`config.mk`:
```
export PLATFORM = sky130hd
export DESIGN_NAME = tsc40
export DESIGN_NICKNAME = d
export VERILOG_FILES = /design/src/rtl/tsc_pkg.sv /design/src/rtl/tsc_decode.sv /design/src/rtl/tsc_counter.sv /design/src/rtl/tsc_ctrl.sv /design/src/rtl/tsc_rdport.sv /design/src/rtl/tsc40.sv
export SDC_FILE = /design/constraint.sdc
export NUM_CORES = 1
export LEC_CHECK = 0
export BUFFER_PORTS_ARGS = -buffer_cell sky130_fd_sc_hd__buf_2
export CORE_MARGIN = 1.5
export CORE_UTILIZATION = 55
export CTS_BUF_LIST = sky130_fd_sc_hd__clkbuf_4
export DETAILED_ROUTE_END_ITERATION = 10
export PLACE_DENSITY_LB_ADDON = 0.08
export SLEW_MARGIN = 20
export SYNTH_ARGS = -nofsm -noshare
export SYNTH_HDL_FRONTEND = slang
export SYNTH_SLANG_ARGS = --single-unit
```
`constraint.sdc`:
```
create_clock -name clk_i -period 2.7 [get_ports clk_i]
set_clock_uncertainty 0.1 [all_clocks]
set_input_delay 0.135 -clock clk_i [delete_from_list [all_inputs] [get_ports clk_i]]
set_output_delay 0.135 -clock clk_i [all_outputs]
set_load 0.1 [all_outputs]
```
`src/rtl/tsc_pkg.sv`:
```
package tsc_pkg;
  localparam int unsigned BUS_W  = 32;
  localparam int unsigned RUN_BIT = 8;

  typedef enum logic [1:0] {
    SEL_NONE = 2'd0,
    SEL_LO   = 2'd1,
    SEL_HI   = 2'd2
  } sel_e;
endpackage

```
`src/rtl/tsc_decode.sv`:
```
module tsc_decode #(
  parameter int unsigned ADDR_W  = 8,
  parameter logic [ADDR_W-1:0] LO_ADDR = 8'h60,
  parameter logic [ADDR_W-1:0] HI_ADDR = 8'h64
) (
  input  logic              req_i,
  input  logic              we_i,
  input  logic [ADDR_W-1:0] addr_i,
  output tsc_pkg::sel_e     sel_o,
  output logic              rd_o,
  output logic              rd_lo_o,
  output logic              wr_hi_o
);
  import tsc_pkg::*;

  always_comb begin
    if (addr_i == LO_ADDR)      sel_o = SEL_LO;
    else if (addr_i == HI_ADDR) sel_o = SEL_HI;
    else                        sel_o = SEL_NONE;
  end

  assign rd_o    = req_i && !we_i;
  assign rd_lo_o = rd_o && (sel_o == SEL_LO);
  // low-word and unmapped writes decode to nothing
  assign wr_hi_o = req_i && we_i && (sel_o == SEL_HI);
endmodule

```
`src/rtl/tsc_counter.sv`:
```
module tsc_counter #(
  parameter int unsigned CNT_W = 40
) (
  input  logic             clk_i,
  input  logic             rst_ni,
  input  logic             tick_i,
  input  logic             run_i,
  output logic [CNT_W-1:0] cnt_o
);
  localparam logic [CNT_W-1:0] CNT_MAX = '1;

  logic step;
  assign step = run_i && tick_i;

  always_ff @(posedge clk_i or negedge rst_ni) begin
    if (!rst_ni)   cnt_o <= '0;
    else if (step) cnt_o <= cnt_o + 1'b1;
  end

  a_r2_hold: assert property (@(posedge clk_i) disable iff (!rst_ni)
    !(run_i && tick_i) |=> $stable(cnt_o));
  a_r2_step: assert property (@(posedge clk_i) disable iff (!rst_ni)
    (run_i && tick_i && cnt_o != CNT_MAX) |=> (cnt_o - $past(cnt_o)) == CNT_W'(1));
  a_r3_wrap: assert property (@(posedge clk_i) disable iff (!rst_ni)
    (run_i && tick_i && cnt_o == CNT_MAX) |=> cnt_o == '0);
endmodule

```
`src/rtl/tsc_ctrl.sv`:
```
module tsc_ctrl #(
  parameter int unsigned HI_W = 8
) (
  input  logic            clk_i,
  input  logic            rst_ni,
  input  logic            rd_lo_i,
  input  logic            wr_hi_i,
  input  logic            run_wdata_i,
  input  logic [HI_W-1:0] cnt_hi_i,
  output logic [HI_W-1:0] snap_o,
  output logic            run_o
);
  always_ff @(posedge clk_i or negedge rst_ni) begin
    if (!rst_ni) begin
      snap_o <= '0;
      run_o  <= 1'b0;
    end else begin
      if (rd_lo_i) snap_o <= cnt_hi_i;
      if (wr_hi_i) run_o  <= run_wdata_i;
    end
  end

  a_r5_capture: assert property (@(posedge clk_i) disable iff (!rst_ni)
    rd_lo_i |=> snap_o == $past(cnt_hi_i));
  a_r5_snap_hold: assert property (@(posedge clk_i) disable iff (!rst_ni)
    !rd_lo_i |=> $stable(snap_o));
  a_r7_run_write: assert property (@(posedge clk_i) disable iff (!rst_ni)
    wr_hi_i |=> run_o == $past(run_wdata_i));
  a_r8_run_hold: assert property (@(posedge clk_i) disable iff (!rst_ni)
    !wr_hi_i |=> $stable(run_o));
endmodule

```
`src/rtl/tsc_rdport.sv`:
```
module tsc_rdport #(
  parameter int unsigned LO_W = 32,
  parameter int unsigned HI_W = 8
) (
  input  logic                      clk_i,
  input  logic                      rst_ni,
  input  logic                      rd_i,
  input  tsc_pkg::sel_e             sel_i,
  input  logic [LO_W-1:0]           cnt_lo_i,
  input  logic [HI_W-1:0]           snap_i,
  input  logic                      run_i,
  output logic [tsc_pkg::BUS_W-1:0] rdata_o,
  output logic                      rvalid_o
);
  import tsc_pkg::*;

  logic [BUS_W-1:0] lo_word, hi_word, rd_mux;

  always_comb begin
    lo_word = '0;
    lo_word[LO_W-1:0] = cnt_lo_i;
    hi_word = '0;
    hi_word[HI_W-1:0] = snap_i;
    hi_word[RUN_BIT]  = run_i;
    unique case (sel_i)
      SEL_LO:  rd_mux = lo_word;
      SEL_HI:  rd_mux = hi_word;
      default: rd_mux = '0;
    endcase
  end

  always_ff @(posedge clk_i or negedge rst_ni) begin
    if (!rst_ni) begin
      rdata_o  <= '0;
      rvalid_o <= 1'b0;
    end else begin
      rvalid_o <= rd_i;
      rdata_o  <= rd_i ? rd_mux : '0;
    end
  end

  a_r4_valid: assert property (@(posedge clk_i) disable iff (!rst_ni)
    rd_i |=> rvalid_o);
  a_r4_idle_zero: assert property (@(posedge clk_i) disable iff (!rst_ni)
    !rd_i |=> (!rvalid_o && rdata_o == '0));
  a_r9_unmapped: assert property (@(posedge clk_i) disable iff (!rst_ni)
    (rd_i && sel_i == SEL_NONE) |=> rdata_o == '0);
  a_r6_hi_upper: assert property (@(posedge clk_i) disable iff (!rst_ni)
    (rd_i && sel_i == SEL_HI) |=> rdata_o[BUS_W-1:RUN_BIT+1] == '0);
endmodule

```
`src/rtl/tsc40.sv`:
```
module tsc40 #(
  parameter int unsigned LO_W   = 32,
  parameter int unsigned HI_W   = 8,
  parameter int unsigned ADDR_W = 8,
  parameter logic [ADDR_W-1:0] LO_ADDR = 8'h60,
  parameter logic [ADDR_W-1:0] HI_ADDR = 8'h64
) (
  input  logic              clk_i,
  input  logic              rst_ni,
  input  logic              tick_i,
  input  logic              req_i,
  input  logic              we_i,
  input  logic [ADDR_W-1:0] addr_i,
  input  logic [31:0]       wdata_i,
  output logic [31:0]       rdata_o,
  output logic              rvalid_o
);
  import tsc_pkg::*;

  localparam int unsigned CNT_W = LO_W + HI_W;

  sel_e             sel;
  logic             rd, rd_lo, wr_hi, run;
  logic [CNT_W-1:0] cnt;
  logic [HI_W-1:0]  snap;
  logic             unused_wdata;

  assign unused_wdata = ^{wdata_i[31:RUN_BIT+1], wdata_i[RUN_BIT-1:0]};

  tsc_decode #(.ADDR_W(ADDR_W), .LO_ADDR(LO_ADDR), .HI_ADDR(HI_ADDR)) u_dec (
    .req_i   (req_i),
    .we_i    (we_i),
    .addr_i  (addr_i),
    .sel_o   (sel),
    .rd_o    (rd),
    .rd_lo_o (rd_lo),
    .wr_hi_o (wr_hi)
  );

  tsc_counter #(.CNT_W(CNT_W)) u_cnt (
    .clk_i  (clk_i),
    .rst_ni (rst_ni),
    .tick_i (tick_i),
    .run_i  (run),
    .cnt_o  (cnt)
  );

  tsc_ctrl #(.HI_W(HI_W)) u_ctrl (
    .clk_i       (clk_i),
    .rst_ni      (rst_ni),
    .rd_lo_i     (rd_lo),
    .wr_hi_i     (wr_hi),
    .run_wdata_i (wdata_i[RUN_BIT]),
    .cnt_hi_i    (cnt[CNT_W-1:LO_W]),
    .snap_o      (snap),
    .run_o       (run)
  );

  tsc_rdport #(.LO_W(LO_W), .HI_W(HI_W)) u_rd (
    .clk_i    (clk_i),
    .rst_ni   (rst_ni),
    .rd_i     (rd),
    .sel_i    (sel),
    .cnt_lo_i (cnt[LO_W-1:0]),
    .snap_i   (snap),
    .run_i    (run),
    .rdata_o  (rdata_o),
    .rvalid_o (rvalid_o)
  );

  // returned low word and captured byte come from the same pre-edge count
  a_r10_coherent: assert property (@(posedge clk_i) disable iff (!rst_ni)
    rd_lo |=> {snap, rdata_o[LO_W-1:0]} == $past(cnt));
  a_r8_lo_write: assert property (@(posedge clk_i) disable iff (!rst_ni)
    (req_i && we_i && sel == SEL_LO && !(run && tick_i)) |=> $stable(cnt));
endmodule

```
* After elaboration in Yosys (flattened, before gate mapping)
Index checks and enable logic that the tools add are counted.
** Operators by class
- Eq/ne operators :: 4
- Add/subtract/negate cells :: 1
- Reduce and logical (&&, ||, !) cells :: 6
- Mux-type cells :: 4
** Operators by type and width (count)
- $pmux 32 s2 :: 1
- $add 40x1->40 const B :: 1
- $mux 32 :: 1
- $eq 8x7->1 const B :: 2
- $logic_and 1x1->1 :: 5
- $mux 2 :: 2
- $eq 2x1->1 const B :: 1
- $eq 2x2->1 const B :: 1
- $logic_not 1->1 :: 1
** Storage, ports and cells
- Input port bits :: 45
- Flip-flop bits (word level) :: 82
- Word-level logic and storage cells :: 20

* Depth between registers and ports, before layout
Gate-level depths: netlist of the first run.
- Word-level depth :: 6
- Depth in mapped cells :: 6

* Cells and area by module
A second synthesis of the first run with hierarchy kept.
** Second synthesis, totals
- Cell total of the unflattened synthesis :: 270
- Area, all modules :: 3448.3 sq um
** Modules (own cells, without submodules)
- tsc_counter :: cells each 156, area each 1841.8 sq um, instances 1
- tsc_rdport :: cells each 86, area each 1162.4 sq um, instances 1
- tsc_ctrl :: cells each 19, area each 367.9 sq um, instances 1
- tsc_decode :: cells each 9, area each 76.3 sq um, instances 1

* Least setup slack after synthesis of the first run
No wires, ideal clock.
- Path type :: flip-flop to flip-flop
- From :: register u_cnt.cnt_o[7]
- To :: register u_cnt.cnt_o[39]
- Slack :: 0.752 ns
- Arrival :: 1.725 ns
- Cell stages (with the launch flop) :: 6
- Path through :: dfrtp_1 -> nand4_2 -> or4_4 -> nor3_4 -> nand4_1 -> xnor2_1
** On the way
- Cells in the longest elaborated chain, start to end :: 1
** RTL lines
- from (decl) :: RTL line tsc_counter.sv:8 : output logic [CNT_W-1:0] cnt_o
- from (signal assigned) :: RTL line tsc_counter.sv:17 : else if (step) cnt_o <= cnt_o + 1'b1;
- $add 40x1->40 :: RTL line tsc_counter.sv:17
Every way passes these cells.
A chain may end at the register's enable or synchronous reset.

* Final worst setup path of the first run
- From :: register u_cnt.cnt_o[14]
- To :: register u_cnt.cnt_o[25]
Same word-level chain as after synthesis.

==> qor.json, run 1 <==
{
  "leakagePower": {"value": 0.00189, "unit": "uW"},
  "worstSetupPathType": {"value": "flop to flop"},
  "synth.ff_latch_count": {"value": 82},
  "clock-root-buffer": {"value": "sky130_fd_sc_hd__clkbuf_4"},
  "ff_latch_area": {"value": 2050, "unit": "sq um"},
  "cts_post_setup_buffers_inserted": {"value": 0},
  "numCtsBuffers": {"value": 9},
  "pwr_density_cell": {"value": 503, "unit": "nW/um^2"},
  "final_nets": {"value": 365},
  "synth_cells": {"value": 257},
  "detail-route-antenna-nets": {"value": 0},
  "achievable-frequency": {"value": 453, "unit": "MHz"},
  "critical_path.max_fanout": {"value": 9},
  "syn_area": {"value": 3220, "unit": "sq um"},
  "maxSlewHeadroom": {"value": 52.7, "unit": "%"},
  "finalHoldViolCount": {"value": 0},
  "layout_cell_share_with_drive_strength_beyond_1": {"value": 23.8, "unit": "%"},
  "critical_path.cell_chain": {"value": "nand4_1, or4_4, nor3_4, nand3_1, xnor2_1"},
  "finished_core_util": {"value": 66.8, "unit": "%"},
  "antenna_diode_count": {"value": 0},
  "post_drt_via_cell_ratio": {"value": 5.10},
  "floorplan.die.width": {"value": 79.5, "unit": "um"},
  "grt_first_pass_wirelength": {"value": 9540, "unit": "um"},
  "boundaryPins": {"value": 78},
  "most_common_cell_after_layout_fill_and_taps_aside": {"value": "sky130_fd_sc_hd__dfrtp_1"},
  "final_min_period_over_clock_period": {"value": 81.7, "unit": "%"},
  "timing.critical_path.required": {"value": 2.89, "unit": "ns"},
  "place.detailed.hpwl": {"value": 3490, "unit": "um"},
  "run_status": {"value": "finished clean"},
  "worstMarginPinSlew": {"value": 0.710, "unit": "ns"},
  "setup_tns": {"value": 0, "unit": "ns"},
  "ys_seq_area_share": {"value": 63.8, "unit": "%"},
  "num_rows": {"value": 27},
  "gpl.final_weighted_congestion": {"value": 0.777},
  "cp_max_delay_cell": {"value": "sky130_fd_sc_hd__or4_4"},
  "yosysWarnings": {"value": 0},
  "number_of_antenna_violations_at_the_first_check_in_global_routing": {"value": 0},
  "track_usage": {"value": 19.9, "unit": "%"},
  "grt-ovfl-total": {"value": 0},
  "crit_path_start_kind": {"value": "flop"},
  "tritoncts": {"value": "yes"},
  "insertion_delay_to_the_later_sink_of_the_worst_skew_pair": {"value": 0.40, "unit": "ns"},
  "layout.cells.most_common_list": {"value": "82 x sky130_fd_sc_hd__dfrtp_1, 45 x sky130_fd_sc_hd__buf_2, 31 x sky130_fd_sc_hd__xnor2_1, 24 x sky130_fd_sc_hd__and2_1, 23 x sky130_fd_sc_hd__nand2_1"},
  "unrepaired_setup_endpoints_after_global_routing": {"value": "no"},
  "chipHeight": {"value": 79.5, "unit": "um"},
  "wl": {"value": 5340, "unit": "um"},
  "n_fill_cell": {"value": 440},
  "worst_path_largest_cell_delay": {"value": 0.57, "unit": "ns"},
  "port_buffers": {"value": 46},
  "holdWs": {"value": 0.163, "unit": "ns"},
  "htreeDepth": {"value": 3},
  "cts.reportedPaths.clkPinSlew": {"value": 0.11, "unit": "ns"},
  "grt_start_max_net_pins": {"value": 83},
  "syn_nets": {"value": 303},
  "area_delta_synth_final": {"value": 15.7, "unit": "%"},
  "multiInputGateArea": {"value": 1150, "unit": "sq um"},
  "total_via_count_in_the_routed_design": {"value": 2018},
  "final_period_minus_worst_setup_slack": {"value": 2.21, "unit": "ns"},
  "finalMaxSlewViolations": {"value": 0},
  "dieArea": {"value": 6320, "unit": "sq um"},
  "kind_of_capture_point_of_the_worst_setup_path": {"value": "flop"},
  "hold_path_class": {"value": "input pin to flop"},
  "route.detailed.drc": {"value": 0},
  "drt_first_iter_violations": {"value": 95},
  "first_global_vias": {"value": 2073},
  "floorplan.initialDensity": {"value": 57.7, "unit": "%"},
  "number_of_max_cap_violations": {"value": 0},
  "cts_buffer_depth": {"value": 2},
  "critical_path_arrival": {"value": 2.40, "unit": "ns"},
  "synth_cell_type_count": {"value": 26},
  "drt-wirelength-per-cell": {"value": 13.5, "unit": "um"},
  "detailed_router_iteration_count_before_antenna_repair": {"value": 4},
  "setup_viol_count_final": {"value": 0},
  "core_footprint": {"value": 5570, "unit": "sq um"},
  "numClockSinks": {"value": 82},
  "post_synth.cell_area_avg": {"value": 12.5, "unit": "sq um"},
  "ir_worst_vdd": {"value": 0.298, "unit": "mV"}
}
what timing repair did:
action	in CTS	in global routing
hold buffers	7	0
hold endpoints to repair	87	0
resized for setup	0	0
power by group:
group,switching (uW),total [uW],internal (uW)
Combinational,38.5,60.4,22.0
Sequential,9.76,1250,1240
Clock,368,567,199
synthesized netlist by cell type:
library cell	instances	area, sq um
sky130_fd_sc_hd__clkbuf_1	4	15.0
sky130_fd_sc_hd__nor3b_1	1	7.51
sky130_fd_sc_hd__nand4_2	1	12.5
sky130_fd_sc_hd__ha_1	1	12.5
sky130_fd_sc_hd__nor3_1	7	35.0
sky130_fd_sc_hd__a22o_1	9	78.8
sky130_fd_sc_hd__inv_1	2	7.51
sky130_fd_sc_hd__nor4b_1	1	8.76
sky130_fd_sc_hd__xnor2_1	31	272
sky130_fd_sc_hd__nor2b_1	1	6.26
sky130_fd_sc_hd__nor2_1	13	48.8
sky130_fd_sc_hd__nor3_2	1	10.0
sky130_fd_sc_hd__and3_1	5	31.3
sky130_fd_sc_hd__nor4bb_1	1	10.0
sky130_fd_sc_hd__or2_2	2	12.5
sky130_fd_sc_hd__dfrtp_1	82	2050
sky130_fd_sc_hd__nand4_1	11	68.8
sky130_fd_sc_hd__and2_1	24	150
sky130_fd_sc_hd__mux2_2	9	101
sky130_fd_sc_hd__or4_4	1	11.3
sky130_fd_sc_hd__nand2_1	23	86.3
sky130_fd_sc_hd__nand3_1	16	80.1
sky130_fd_sc_hd__or3_1	1	6.26
sky130_fd_sc_hd__nor4_1	1	6.26
sky130_fd_sc_hd__nor3_4	1	16.3
sky130_fd_sc_hd__xor2_1	8	70.1
final timing paths:
kind	endpoint	from	depth (start not counted)	slack, ns
max in group asynchronous	u_rd.rdata_o[11]	rst_ni	2	1.79
worst min register to register	u_cnt.cnt_o[39]	u_cnt.cnt_o[39]	1	0.38
worst max register to register	u_cnt.cnt_o[25]	u_cnt.cnt_o[14]	5	0.49
worst max-delay path	u_cnt.cnt_o[25]	u_cnt.cnt_o[14]	5	0.49
min in group asynchronous	u_rd.rdata_o[23]	rst_ni	2	0.23
worst min-delay path	u_ctrl.run_o	addr_i[7]	5	0.16
sequential cells by signal, indices dropped and copies added (netlist names):
register / flops
u_ctrl.snap_o: 8
u_cnt.cnt_o: 40
u_rd.rvalid_o: 1
u_ctrl.run_o: 1
u_rd.rdata_o: 32
logic make-up after synthesis:
logic type / share of synthesized area (%)
DFF: 63.8
AOI/OAI and AO/OA: 2.45
buffers and inverters: 0.700
xor gates and xnor gates: 10.6
adders and majority gates: 0.389
and+or+nand+nor: 18.9
muxes: 3.15
critical path: cells and delay by family (launching register included):
kind,cells,cell delay [ns]
xor gates and xnor gates,1,0.15
and+or+nand+nor,4,1.40
DFF,1,0.45
routing by layer:
metal,global-route usage [%],vias to the layer above,part of all wire [%]
met5,0,-,0
met4,9.12,0,1.5
met3,4.57,8,4.3
met2,30.4,52,46
met1,27.3,958,48
li1,-,1000,-
layout make-up:
| type | count | area share [%] |
|---|---|---|
| clock buffers | 11 | 2.22 |
| clock inverters | 5 | 0.571 |
| well taps | 72 | 2.42 |
| flip-flops and latches | 82 | 55.1 |
| repair buffers | 55 | 8.64 |
| multi-input cells | 169 | 30.8 |
| inverters | 2 | 0.202 |
metrics by stage:
step	total power (uW)	cell area [sq um]	worst slack [ns]	instances
final	1870	3720	0.495	396
after global routing	1950	3720	0.325	396
after CTS	1900	3720	0.476	396
after detailed placement	1320	3540	0.507	373
after global placement	1320	3540	0.538	373
after floorplan	1290	3220	0.752	257
Note: power is estimated with default switching activity, not from simulation.
==> inputs of run 2 (changes only) <==
--- a/config.mk
+++ b/config.mk
@@ -5,6 +5,7 @@
 export SDC_FILE = /design/constraint.sdc
 export NUM_CORES = 1
 export LEC_CHECK = 0
+export ABC_AREA = 1
 export BUFFER_PORTS_ARGS = -buffer_cell sky130_fd_sc_hd__buf_2
 export CORE_MARGIN = 1.5
 export CORE_UTILIZATION = 55
==> constraint.sdc (replaced) <==
create_clock -name clk_i -period 2.1 [get_ports clk_i]
set_clock_uncertainty 0.1 [all_clocks]
set_input_delay 0.105 -clock clk_i [delete_from_list [all_inputs] [get_ports clk_i]]
set_output_delay 0.105 -clock clk_i [all_outputs]
set_load 0.1 [all_outputs]
==> run 2 against run 1 <==
Via count is 56% higher; final area grew 21%; flip-flop and latch count unchanged; clock-buffer cell count decreased by 1; sequential share of layout area shrank 9.5 points; register-to-register slack worse by 0.16 ns; power increased by 42%; sequential power is 30% higher; synthesized cell count rose by 77%; combinational power is 140% higher; utilization shrank 0.97 points; critical endpoint is now u_ctrl.run_o; highest routed layer unchanged.
==> qor.json, run 2 <==
{
  "run_status": {"value": "finished clean"},
  "synthFlopType": {"value": "sky130_fd_sc_hd__dfrtp_1"},
  "setup_tns": {"value": 0, "unit": "ns", "change": "unchanged"},
  "async_flop_share": {"value": 100, "unit": "%", "change": "unchanged"},
  "combPwrFrac": {"value": 5.4, "unit": "%", "change": "+2.2 points"},
  "finished_core_util": {"value": 65.8, "unit": "%", "change": "-0.97 points"},
  "worst_path_largest_cell_delay": {"value": 0.56, "unit": "ns", "change": "about the same"},
  "place.detailed.hpwl": {"value": 5960, "unit": "um", "change": "+71%"},
  "core_footprint": {"value": 6830, "unit": "sq um", "change": "+23%"},
  "boundaryPins": {"value": 78, "change": "unchanged"},
  "insertion_delay_to_the_later_sink_of_the_worst_skew_pair": {"value": 0.43, "unit": "ns", "change": "+0.03 ns"},
  "drt-wirelength-per-cell": {"value": 13.4, "unit": "um", "change": "-0.28%"},
  "most_common_cell_after_layout_fill_and_taps_aside": {"value": "sky130_fd_sc_hd__nand2_1"},
  "synth_cells": {"value": 454, "change": "+77%"},
  "ys_seq_area_share": {"value": 52.6, "unit": "%", "change": "-11 points"},
  "floorplan.initialDensity": {"value": 57.1, "unit": "%", "change": "-0.64 points"},
  "synth_compound_area_share": {"value": 0.449, "unit": "%", "change": "-2.0 points"},
  "final_nets": {"value": 565, "change": "+55%"},
  "tritoncts": {"value": "yes"},
  "number_of_antenna_violations_at_the_first_check_in_global_routing": {"value": 0, "change": "unchanged"},
  "syn_area": {"value": 3900, "unit": "sq um", "change": "+21%"},
  "post_synth.cell_area_avg": {"value": 8.59, "unit": "sq um", "change": "-31%"},
  "leakagePower": {"value": 0.00246, "unit": "uW", "change": "+30%"},
  "num_rows": {"value": 30, "change": "+11%"},
  "cp_max_delay_cell": {"value": "sky130_fd_sc_hd__dlygate4sd3_1"},
  "critical_path.max_fanout": {"value": 5, "change": "-4"},
  "largest_registers": {"value": "u_cnt.cnt_o x40, u_rd.rdata_o x32, u_ctrl.snap_o x8"},
  "grt-ovfl-total": {"value": 0, "change": "unchanged"},
  "top_reg_by_flops": {"value": "u_cnt.cnt_o"},
  "grt_start_max_net_pins": {"value": 53, "change": "-36%"},
  "synth_top_cell_area_share": {"value": 52.6, "unit": "%", "change": "-11 points"},
  "clock-root-buffer": {"value": "sky130_fd_sc_hd__clkbuf_4"},
  "timing.critical_path.required": {"value": 2.33, "unit": "ns", "change": "-0.56 ns"},
  "layout.cells.most_common_list": {"value": "118 x sky130_fd_sc_hd__nand2_1, 82 x sky130_fd_sc_hd__dfrtp_1, 57 x sky130_fd_sc_hd__inv_1, 56 x sky130_fd_sc_hd__nor2_1, 46 x sky130_fd_sc_hd__nand3_1"},
  "post-synth-top-count-cell": {"value": "sky130_fd_sc_hd__nand2_1"},
  "achievable-frequency": {"value": 525, "unit": "MHz"},
  "chipHeight": {"value": 87.2, "unit": "um", "change": "+9.7%"},
  "crit_path_start_kind": {"value": "input pin"},
  "syn_nets": {"value": 500, "change": "+65%"},
  "first_global_vias": {"value": 2941, "change": "+42%"},
  "hold_path_class": {"value": "input pin to flop"},
  "synth_top_family_by_area": {"value": "simple AND/OR/NAND/NOR gates"},
  "drt_first_iter_violations": {"value": 263, "change": "+180%"},
  "worstSetupPathType": {"value": "input pin to flop"},
  "number_of_max_cap_violations": {"value": 0, "change": "unchanged"},
  "final_period_minus_worst_setup_slack": {"value": 1.91, "unit": "ns"},
  "dieArea": {"value": 7600, "unit": "sq um", "change": "+20%"},
  "muxShareOfSynthArea": {"value": 0, "unit": "%", "change": "-3.2 points"},
  "crit_path_buf_inv_count": {"value": 3, "change": "+3"},
  "finalMaxSlewViolations": {"value": 0, "change": "unchanged"},
  "synth.ff_latch_count": {"value": 82, "change": "unchanged"},
  "worstMarginPinSlew": {"value": 0.494, "unit": "ns", "change": "-0.216 ns"},
  "ir_worst_vdd": {"value": 0.333, "unit": "mV", "change": "+12%"},
  "switching_share": {"value": 24.2, "unit": "%", "change": "+2.0 points"},
  "htreeDepth": {"value": 3, "change": "unchanged"},
  "cts.reportedPaths.clkPinSlew": {"value": 0.13, "unit": "ns", "change": "+0.02 ns"},
  "grt_first_pass_wirelength": {"value": 13900, "unit": "um", "change": "+45%"},
  "post_drt_via_cell_ratio": {"value": 5.08, "change": "-0.33%"},
  "cts_post_setup_buffers_inserted": {"value": 0, "change": "unchanged"},
  "critical_path_arrival": {"value": 2.14, "unit": "ns", "change": "-0.26 ns"},
  "maxSlewHeadroom": {"value": 67.3, "unit": "%", "change": "+15 points"},
  "area_delta_synth_final": {"value": 15.3, "unit": "%"},
  "yosysWarnings": {"value": 0, "change": "unchanged"},
  "synth_top_cells_by_area": {"value": "sky130_fd_sc_hd__dfrtp_1 53%, sky130_fd_sc_hd__nand2_1 11%, sky130_fd_sc_hd__nand3_1 5.9%"},
  "gpl.final_weighted_congestion": {"value": 0.879, "change": "+13%"},
  "synth_common_cells": {"value": "118 x sky130_fd_sc_hd__nand2_1, 82 x sky130_fd_sc_hd__dfrtp_1, 57 x sky130_fd_sc_hd__inv_1"},
  "route.detailed.drc": {"value": 0, "change": "unchanged"},
  "largest_register_ff_count": {"value": 40, "change": "unchanged"},
  "total_via_count_in_the_routed_design": {"value": 3144, "change": "+56%"},
  "critPathTopFamily": {"value": "buffers and inverters"},
  "numClockSinks": {"value": 82, "change": "unchanged"},
  "critical_path.cell_chain": {"value": "dlygate4sd3_1, buf_2, nand2_1, nor3_4, nand3_1, nand2_1, o21ai_0, dlygate4sd3_1"},
  "final_min_period_over_clock_period": {"value": 90.8, "unit": "%"},
  "setup_viol_count_final": {"value": 0, "change": "unchanged"},
  "synth-edff-count": {"value": 0, "change": "unchanged"},
  "antenna_diode_count": {"value": 0, "change": "unchanged"},
  "synth-simple-area-share": {"value": 34.4, "unit": "%", "change": "+15 points"},
  "track_usage": {"value": 24.3, "unit": "%", "change": "+4.3 points"},
  "floorplan.die.width": {"value": 87.2, "unit": "um", "change": "+9.7%"},
  "cts_buffer_depth": {"value": 2, "change": "unchanged"},
  "synthDominantAreaCellType": {"value": "sky130_fd_sc_hd__dfrtp_1"},
  "synth_cell_type_count": {"value": 29, "change": "+12%"},
  "n_fill_cell": {"value": 609, "change": "+38%"},
  "finalHoldViolCount": {"value": 0, "change": "unchanged"},
  "power.switching": {"value": 643, "unit": "uW", "change": "+55%"},
  "pwr_density_cell": {"value": 591, "unit": "nW/um^2", "change": "+17%"},
  "kind_of_capture_point_of_the_worst_setup_path": {"value": "flop"},
  "pwr-share-clk": {"value": 33.5, "unit": "%", "change": "+3.2 points"},
  "wl": {"value": 8330, "unit": "um", "change": "+56%"},
  "port_buffers": {"value": 46, "change": "unchanged"},
  "unrepaired_setup_endpoints_after_global_routing": {"value": "no"},
  "post_synth_fa_ha_maj_area_fraction": {"value": 0.321, "unit": "%", "change": "-0.068 points"},
  "layout_cell_share_with_drive_strength_beyond_1": {"value": 17.8, "unit": "%", "change": "-6.0 points"},
  "intPower": {"value": 2010, "unit": "uW", "change": "+38%"},
  "numCtsBuffers": {"value": 9, "change": "unchanged"},
  "p_seq_share": {"value": 61.0, "unit": "%", "change": "-5.5 points"},
  "detailed_router_iteration_count_before_antenna_repair": {"value": 4, "change": "unchanged"},
  "yosys.area_share.xor_xnor": {"value": 5.84, "unit": "%", "change": "-4.8 points"},
  "detail-route-antenna-nets": {"value": 0, "change": "unchanged"}
}
-- run 2: final cells by class --
class / instances / area [sq um] / share of cell area, %
repair buffers: 60 / 375 / 8.35
well taps: 96 / 120 / 2.67
clock inverters: 5 / 56.3 / 1.25
multi-input cells: 308 / 1600 / 35.6
inverters: 58 / 218 / 4.84
clock buffers: 10 / 75.1 / 1.67
flip-flops and latches: 82 / 2050 / 45.6
-- run 2: worst paths after layout --
check / from / to / slack (ns) / cells after the start
worst max-delay path: addr_i[2] / u_ctrl.run_o / 0.19 / 8
worst min-delay path: addr_i[5] / u_rd.rdata_o[1] / 0.02 / 5
worst max register to register: u_cnt.cnt_o[0] / u_cnt.cnt_o[32] / 0.33 / 8
worst min register to register: u_ctrl.snap_o[0] / u_ctrl.snap_o[0] / 0.39 / 2
max in group asynchronous: rst_ni / u_cnt.cnt_o[0] / 1.27 / 3
min in group asynchronous: rst_ni / u_rd.rdata_o[10] / 0.03 / 2
-- run 2: kinds of logic after synthesis --
| family | count (synthesis) |
|---|---|
| buffers and inverters | 64 |
| xor gates and xnor gates | 26 |
| and+or+nand+nor | 278 |
| AOI/OAI and AO/OA | 3 |
| DFF | 82 |
| adders and majority gates | 1 |
-- run 2: worst reg2reg max path: stages, from the launching register on --
cell,delay [ns]
sky130_fd_sc_hd__dfrtp_1,0.45
sky130_fd_sc_hd__ha_1,0.22
sky130_fd_sc_hd__nand3_1,0.12
sky130_fd_sc_hd__nor2_2,0.17
sky130_fd_sc_hd__nand4_1,0.19
sky130_fd_sc_hd__nor2_2,0.24
sky130_fd_sc_hd__nand2_1,0.09
sky130_fd_sc_hd__nand2_1,0.07
sky130_fd_sc_hd__nand2_1,0.05
-- run 2: per-stage QoR --
stage | total power, uW | area, sq um | hold WS [ns] | instances | setup slack (ns)
floorplan | 1710 | 3900 | -0.291 | 454 | 0.618
global placement | 1780 | 4260 | -0.0405 | 594 | 0.387
detailed placement | 1780 | 4260 | -0.0369 | 594 | 0.354
CTS | 2680 | 4500 | 0.00360 | 619 | 0.328
global route | 2770 | 4500 | 0.0214 | 619 | 0.120
finish | 2660 | 4500 | 0.0158 | 619 | 0.194
-- run 2: layer usage --
layer  up-vias  track usage, %  wire length, um
met2        69            37.6             3900
met1      1514            33.9             3970
li1       1547               -                -
met5         -               0                0
met4         0            9.96              159
met3        14            4.36              292
-- run 2: power by group through the flow --
stage	clock, uW	sequential, uW	combinational, uW
finish	891	1620	145
global route	978	1630	164
CTS	912	1620	146
detailed placement	0	1650	134
global placement	0	1650	131
floorplan	0	1650	58.8
-- run 2: repair_timing --
action                                 in CTS  in global routing
hold buffers                               10                  0
resized for setup                           0                  0
endpoints found under the hold margin      94                  0
==> inputs of run 3 (changes only) <==
--- a/config.mk
+++ b/config.mk
@@ -15,4 +15,5 @@
 export SLEW_MARGIN = 20
 export SYNTH_ARGS = -nofsm -noshare
 export SYNTH_HDL_FRONTEND = slang
+export SYNTH_HIERARCHICAL = 1
 export SYNTH_SLANG_ARGS = --single-unit
==> run 3 against run 2 <==
Critical path type unchanged; highest routed layer unchanged; fmax is 2.8% higher; largest power group unchanged; utilization fell by 1.5 points; sequential power is essentially flat; area after synthesis is 5.0% higher; worst setup slack improved by 0.051 ns; critical path depth unchanged; routed wire length decreased by 1.8%; cell count grew 7.4%.
==> qor.json, run 3 <==
{
  "run_status": {"value": "finished clean"},
  "setup_tns": {"value": 0, "unit": "ns", "change": "unchanged"},
  "layout_cell_share_with_drive_strength_beyond_1": {"value": 17.7, "unit": "%", "change": "-0.11 points"},
  "synth.ff_latch_count": {"value": 82, "change": "unchanged"},
  "gpl.final_weighted_congestion": {"value": 0.848, "change": "-3.5%"},
  "insertion_delay_to_the_later_sink_of_the_worst_skew_pair": {"value": 0.42, "unit": "ns", "change": "about the same"},
  "clock-root-buffer": {"value": "sky130_fd_sc_hd__clkbuf_4"},
  "synth_cell_type_count": {"value": 26, "change": "-10%"},
  "first_global_vias": {"value": 3077, "change": "+4.6%"},
  "yosysWarnings": {"value": 6, "change": "+6"},
  "synth_cells": {"value": 501, "change": "+10%"},
  "muxShareOfSynthArea": {"value": 0, "unit": "%", "change": "unchanged"},
  "area_delta_synth_final": {"value": 13.3, "unit": "%"},
  "holdWs": {"value": 0.0515, "unit": "ns", "change": "+0.0356 ns"},
  "post_synth_fa_ha_maj_area_fraction": {"value": 0.917, "unit": "%", "change": "+0.60 points"},
  "worstReg2RegEnd": {"value": "u_cnt/cnt_o[30]"},
  "largest_registers": {"value": "u_cnt/cnt_o x40, u_rd/rdata_o x32, u_ctrl/snap_o x8"},
  "cts_post_setup_buffers_inserted": {"value": 0, "change": "unchanged"},
  "synth-edff-count": {"value": 0, "change": "unchanged"},
  "num_rows": {"value": 31, "change": "+3.3%"},
  "port_buffers": {"value": 46, "change": "unchanged"},
  "cp_max_delay_cell": {"value": "sky130_fd_sc_hd__dlygate4sd3_1"},
  "synth_top_cell_area_share": {"value": 50.1, "unit": "%", "change": "-2.5 points"},
  "post-synth-top-count-cell": {"value": "sky130_fd_sc_hd__nand2_1"},
  "most_common_cell_after_layout_fill_and_taps_aside": {"value": "sky130_fd_sc_hd__nand2_1"},
  "wl": {"value": 8170, "unit": "um", "change": "-1.8%"},
  "final_period_minus_worst_setup_slack": {"value": 1.86, "unit": "ns", "change": "-0.0513 ns"},
  "worstMarginPinSlew": {"value": 0.552, "unit": "ns", "change": "+0.0580 ns"},
  "detail-route-antenna-nets": {"value": 0, "change": "unchanged"},
  "kind_of_capture_point_of_the_worst_setup_path": {"value": "flop"},
  "routed-wl-met3": {"value": 276, "unit": "um", "change": "-5.5%"},
  "ir_worst_vdd": {"value": 0.256, "unit": "mV", "change": "-23%"},
  "floorplan.die.width": {"value": 89.3, "unit": "um", "change": "+2.4%"},
  "cts.reportedPaths.clkPinSlew": {"value": 0.12, "unit": "ns", "change": "about the same"},
  "wirelength_met1": {"value": 3990, "unit": "um", "change": "+0.53%"},
  "track_usage": {"value": 23.1, "unit": "%", "change": "-1.2 points"},
  "worstSetupPathType": {"value": "input pin to flop"},
  "route.detailed.drc": {"value": 0, "change": "unchanged"},
  "post_drt_via_cell_ratio": {"value": 4.81, "change": "-5.3%"},
  "synth_top_family_by_area": {"value": "simple AND/OR/NAND/NOR gates"},
  "cts_buffer_depth": {"value": 2, "change": "unchanged"},
  "boundaryPins": {"value": 78, "change": "unchanged"},
  "post_cts_resized": {"value": 0, "change": "unchanged"},
  "largest_register_ff_count": {"value": 40, "change": "unchanged"},
  "post_synth.cell_area_avg": {"value": 8.17, "unit": "sq um", "change": "-4.8%"},
  "syn_area": {"value": 4100, "unit": "sq um", "change": "+5.0%"},
  "htreeDepth": {"value": 3, "change": "unchanged"},
  "r2r-start": {"value": "u_cnt/cnt_o[0]"},
  "n_fill_cell": {"value": 668, "change": "+9.7%"},
  "grt-ovfl-total": {"value": 0, "change": "unchanged"},
  "synth_compound_area_share": {"value": 1.22, "unit": "%", "change": "+0.77 points"},
  "dr.max_layer_used": {"value": "met4"},
  "endpoint": {"value": "u_ctrl/run_o"},
  "finalHoldViolCount": {"value": 0, "change": "unchanged"},
  "crit_path_start_kind": {"value": "input pin"},
  "cts-hold-fix-buffers": {"value": 7, "change": "-3"},
  "final_min_period_over_clock_period": {"value": 88.3, "unit": "%", "change": "-2.4 points"},
  "syn_nets": {"value": 549, "change": "+9.8%"},
  "maxSlewHeadroom": {"value": 63.2, "unit": "%", "change": "-4.1 points"},
  "placedInstanceArea": {"value": 4410, "unit": "sq um", "change": "+3.4%"},
  "drt-wirelength-per-cell": {"value": 12.3, "unit": "um", "change": "-8.6%"},
  "unrepaired_setup_endpoints_after_global_routing": {"value": "no"},
  "pwr_density_cell": {"value": 590, "unit": "nW/um^2", "change": "about the same"},
  "hold_path_class": {"value": "input pin to flop"},
  "ys_seq_area_share": {"value": 50.1, "unit": "%", "change": "-2.5 points"},
  "synth-simple-area-share": {"value": 32.6, "unit": "%", "change": "-1.8 points"},
  "worst_path_largest_cell_delay": {"value": 0.55, "unit": "ns", "change": "about the same"},
  "yosys.area_share.xor_xnor": {"value": 5.10, "unit": "%", "change": "-0.74 points"},
  "grt_start_max_net_pins": {"value": 43, "change": "-19%"},
  "tritoncts": {"value": "yes"},
  "total_via_count_in_the_routed_design": {"value": 3199, "change": "+1.7%"},
  "finalMaxSlewViolations": {"value": 0, "change": "unchanged"},
  "core_footprint": {"value": 7210, "unit": "sq um", "change": "+5.6%"},
  "floorplan.initialDensity": {"value": 56.8, "unit": "%", "change": "-0.31 points"},
  "achievable-frequency": {"value": 539, "unit": "MHz", "change": "+2.8%"},
  "dr_wl_met2": {"value": 3810, "unit": "um", "change": "-2.3%"},
  "dieArea": {"value": 7970, "unit": "sq um", "change": "+4.9%"},
  "place.detailed.hpwl": {"value": 5950, "unit": "um", "change": "-0.29%"},
  "detailed_router_iteration_count_before_antenna_repair": {"value": 5, "change": "+1"},
  "leakagePower": {"value": 0.00237, "unit": "uW", "change": "-3.6%"},
  "synth_common_cells": {"value": "145 x sky130_fd_sc_hd__nand2_1, 88 x sky130_fd_sc_hd__inv_1, 82 x sky130_fd_sc_hd__dfrtp_1"},
  "drt_first_iter_violations": {"value": 174, "change": "-34%"},
  "critical_path_arrival": {"value": 2.11, "unit": "ns", "change": "-0.03 ns"},
  "number_of_antenna_violations_at_the_first_check_in_global_routing": {"value": 0, "change": "unchanged"},
  "timing.critical_path.required": {"value": 2.36, "unit": "ns", "change": "+0.03 ns"},
  "number_of_max_cap_violations": {"value": 0, "change": "unchanged"},
  "cells_on_worst_reg2reg_path": {"value": 8, "change": "unchanged"},
  "critPathLaunch": {"value": "we_i"},
  "critical_path.cell_chain": {"value": "dlygate4sd3_1, buf_2, nand2_1, nor2_1, nand2_1, dlygate4sd3_1, nand2_1, dlygate4sd3_1"},
  "total_power": {"value": 2740, "unit": "uW", "change": "+3.1%"},
  "final_nets": {"value": 609, "change": "+7.8%"},
  "layout.cells.most_common_list": {"value": "145 x sky130_fd_sc_hd__nand2_1, 88 x sky130_fd_sc_hd__inv_1, 82 x sky130_fd_sc_hd__dfrtp_1, 71 x sky130_fd_sc_hd__nor2_1, 45 x sky130_fd_sc_hd__buf_2"},
  "setup_viol_count_final": {"value": 0, "change": "unchanged"},
  "top_reg_by_flops": {"value": "u_cnt/cnt_o"},
  "synthDominantAreaCellType": {"value": "sky130_fd_sc_hd__dfrtp_1"},
  "antenna_diode_count": {"value": 0, "change": "unchanged"},
  "grt_first_pass_wirelength": {"value": 14000, "unit": "um", "change": "+0.74%"},
  "synthFlopType": {"value": "sky130_fd_sc_hd__dfrtp_1"},
  "chipHeight": {"value": 89.3, "unit": "um", "change": "+2.4%"},
  "setup.reg_to_reg.worst_slack": {"value": 0.32, "unit": "ns", "change": "about the same"},
  "synth_top_cells_by_area": {"value": "sky130_fd_sc_hd__dfrtp_1 50%, sky130_fd_sc_hd__nand2_1 13%, sky130_fd_sc_hd__inv_1 8.1%"},
  "numClockSinks": {"value": 82, "change": "unchanged"},
  "numCtsBuffers": {"value": 9, "change": "unchanged"},
  "fin_area": {"value": 4640, "unit": "sq um", "change": "+3.2%"},
  "critical_path.max_fanout": {"value": 2, "change": "-3"},
  "async_flop_share": {"value": 100, "unit": "%", "change": "unchanged"}
}
[run 3: cell type report]
type | instances | area (sq um) | share of cell area [%]
Clock inverter | 5 | 78.8 | 1.70
Sequential cell | 82 | 2050 | 44.2
Multi-Input combinational cell | 322 | 1630 | 35.2
Clock buffer | 11 | 82.6 | 1.78
Timing Repair Buffer | 55 | 330 | 7.12
Tap cell | 99 | 124 | 2.67
Inverter | 91 | 342 | 7.36
[run 3: critical path: cells and delay by family]
kind          cells  cell delay, ns
simple gates      4            0.29
buf+inv           4            1.71
[run 3: through the flow]
step	std cells	util [%]	setup WS, ns
6_report	665	64.3	0.245
3_3_place_gp	642	61.1	0.407
5_1_grt	665	64.3	0.184
3_5_place_dp	642	61.1	0.363
4_1_cts	665	64.3	0.247
2_1_floorplan	501	-	0.565
[run 3: report_power, final]
group / switching (uW) / leakage (uW) / internal (uW)
logic: 64.5 / 0.00116 / 31.2
registers: 13.5 / 0.00112 / 1590
clock network: 534 / 0.0000908 / 509
total: 612 / 0.00237 / 2130
[run 3: cell families (layout without fill, tap and decap cells)]
logic type | count (synthesis) | after routing
compound gates | 10 | 10
simple gates | 286 | 286
fa+ha+maj | 3 | 3
xor+xnor | 23 | 23
buf+inv | 97 | 162
flops | 82 | 82
[run 3: per-layer routing]
metal | vias up | GRT usage, %
li1 | 1607 | -
met1 | 1522 | 32.1
met2 | 62 | 36.8
met3 | 8 | 3.97
met4 | 0 | 7.97
met5 | - | 0
[run 3: how the worst min path moves through the flow]
stage                   start               end  slack [ns]  cells past startpoint
finish              addr_i[4]  u_ctrl/snap_o[0]        0.05                      8
global route        addr_i[5]  u_ctrl/snap_o[7]        0.09                      7
CTS                     req_i  u_ctrl/snap_o[0]        0.04                      6
detailed placement     rst_ni   u_rd/rdata_o[4]        0.03                      1
global placement       rst_ni   u_rd/rdata_o[2]        0.03                      1
floorplan              rst_ni    u_cnt/cnt_o[0]       -0.29                      0
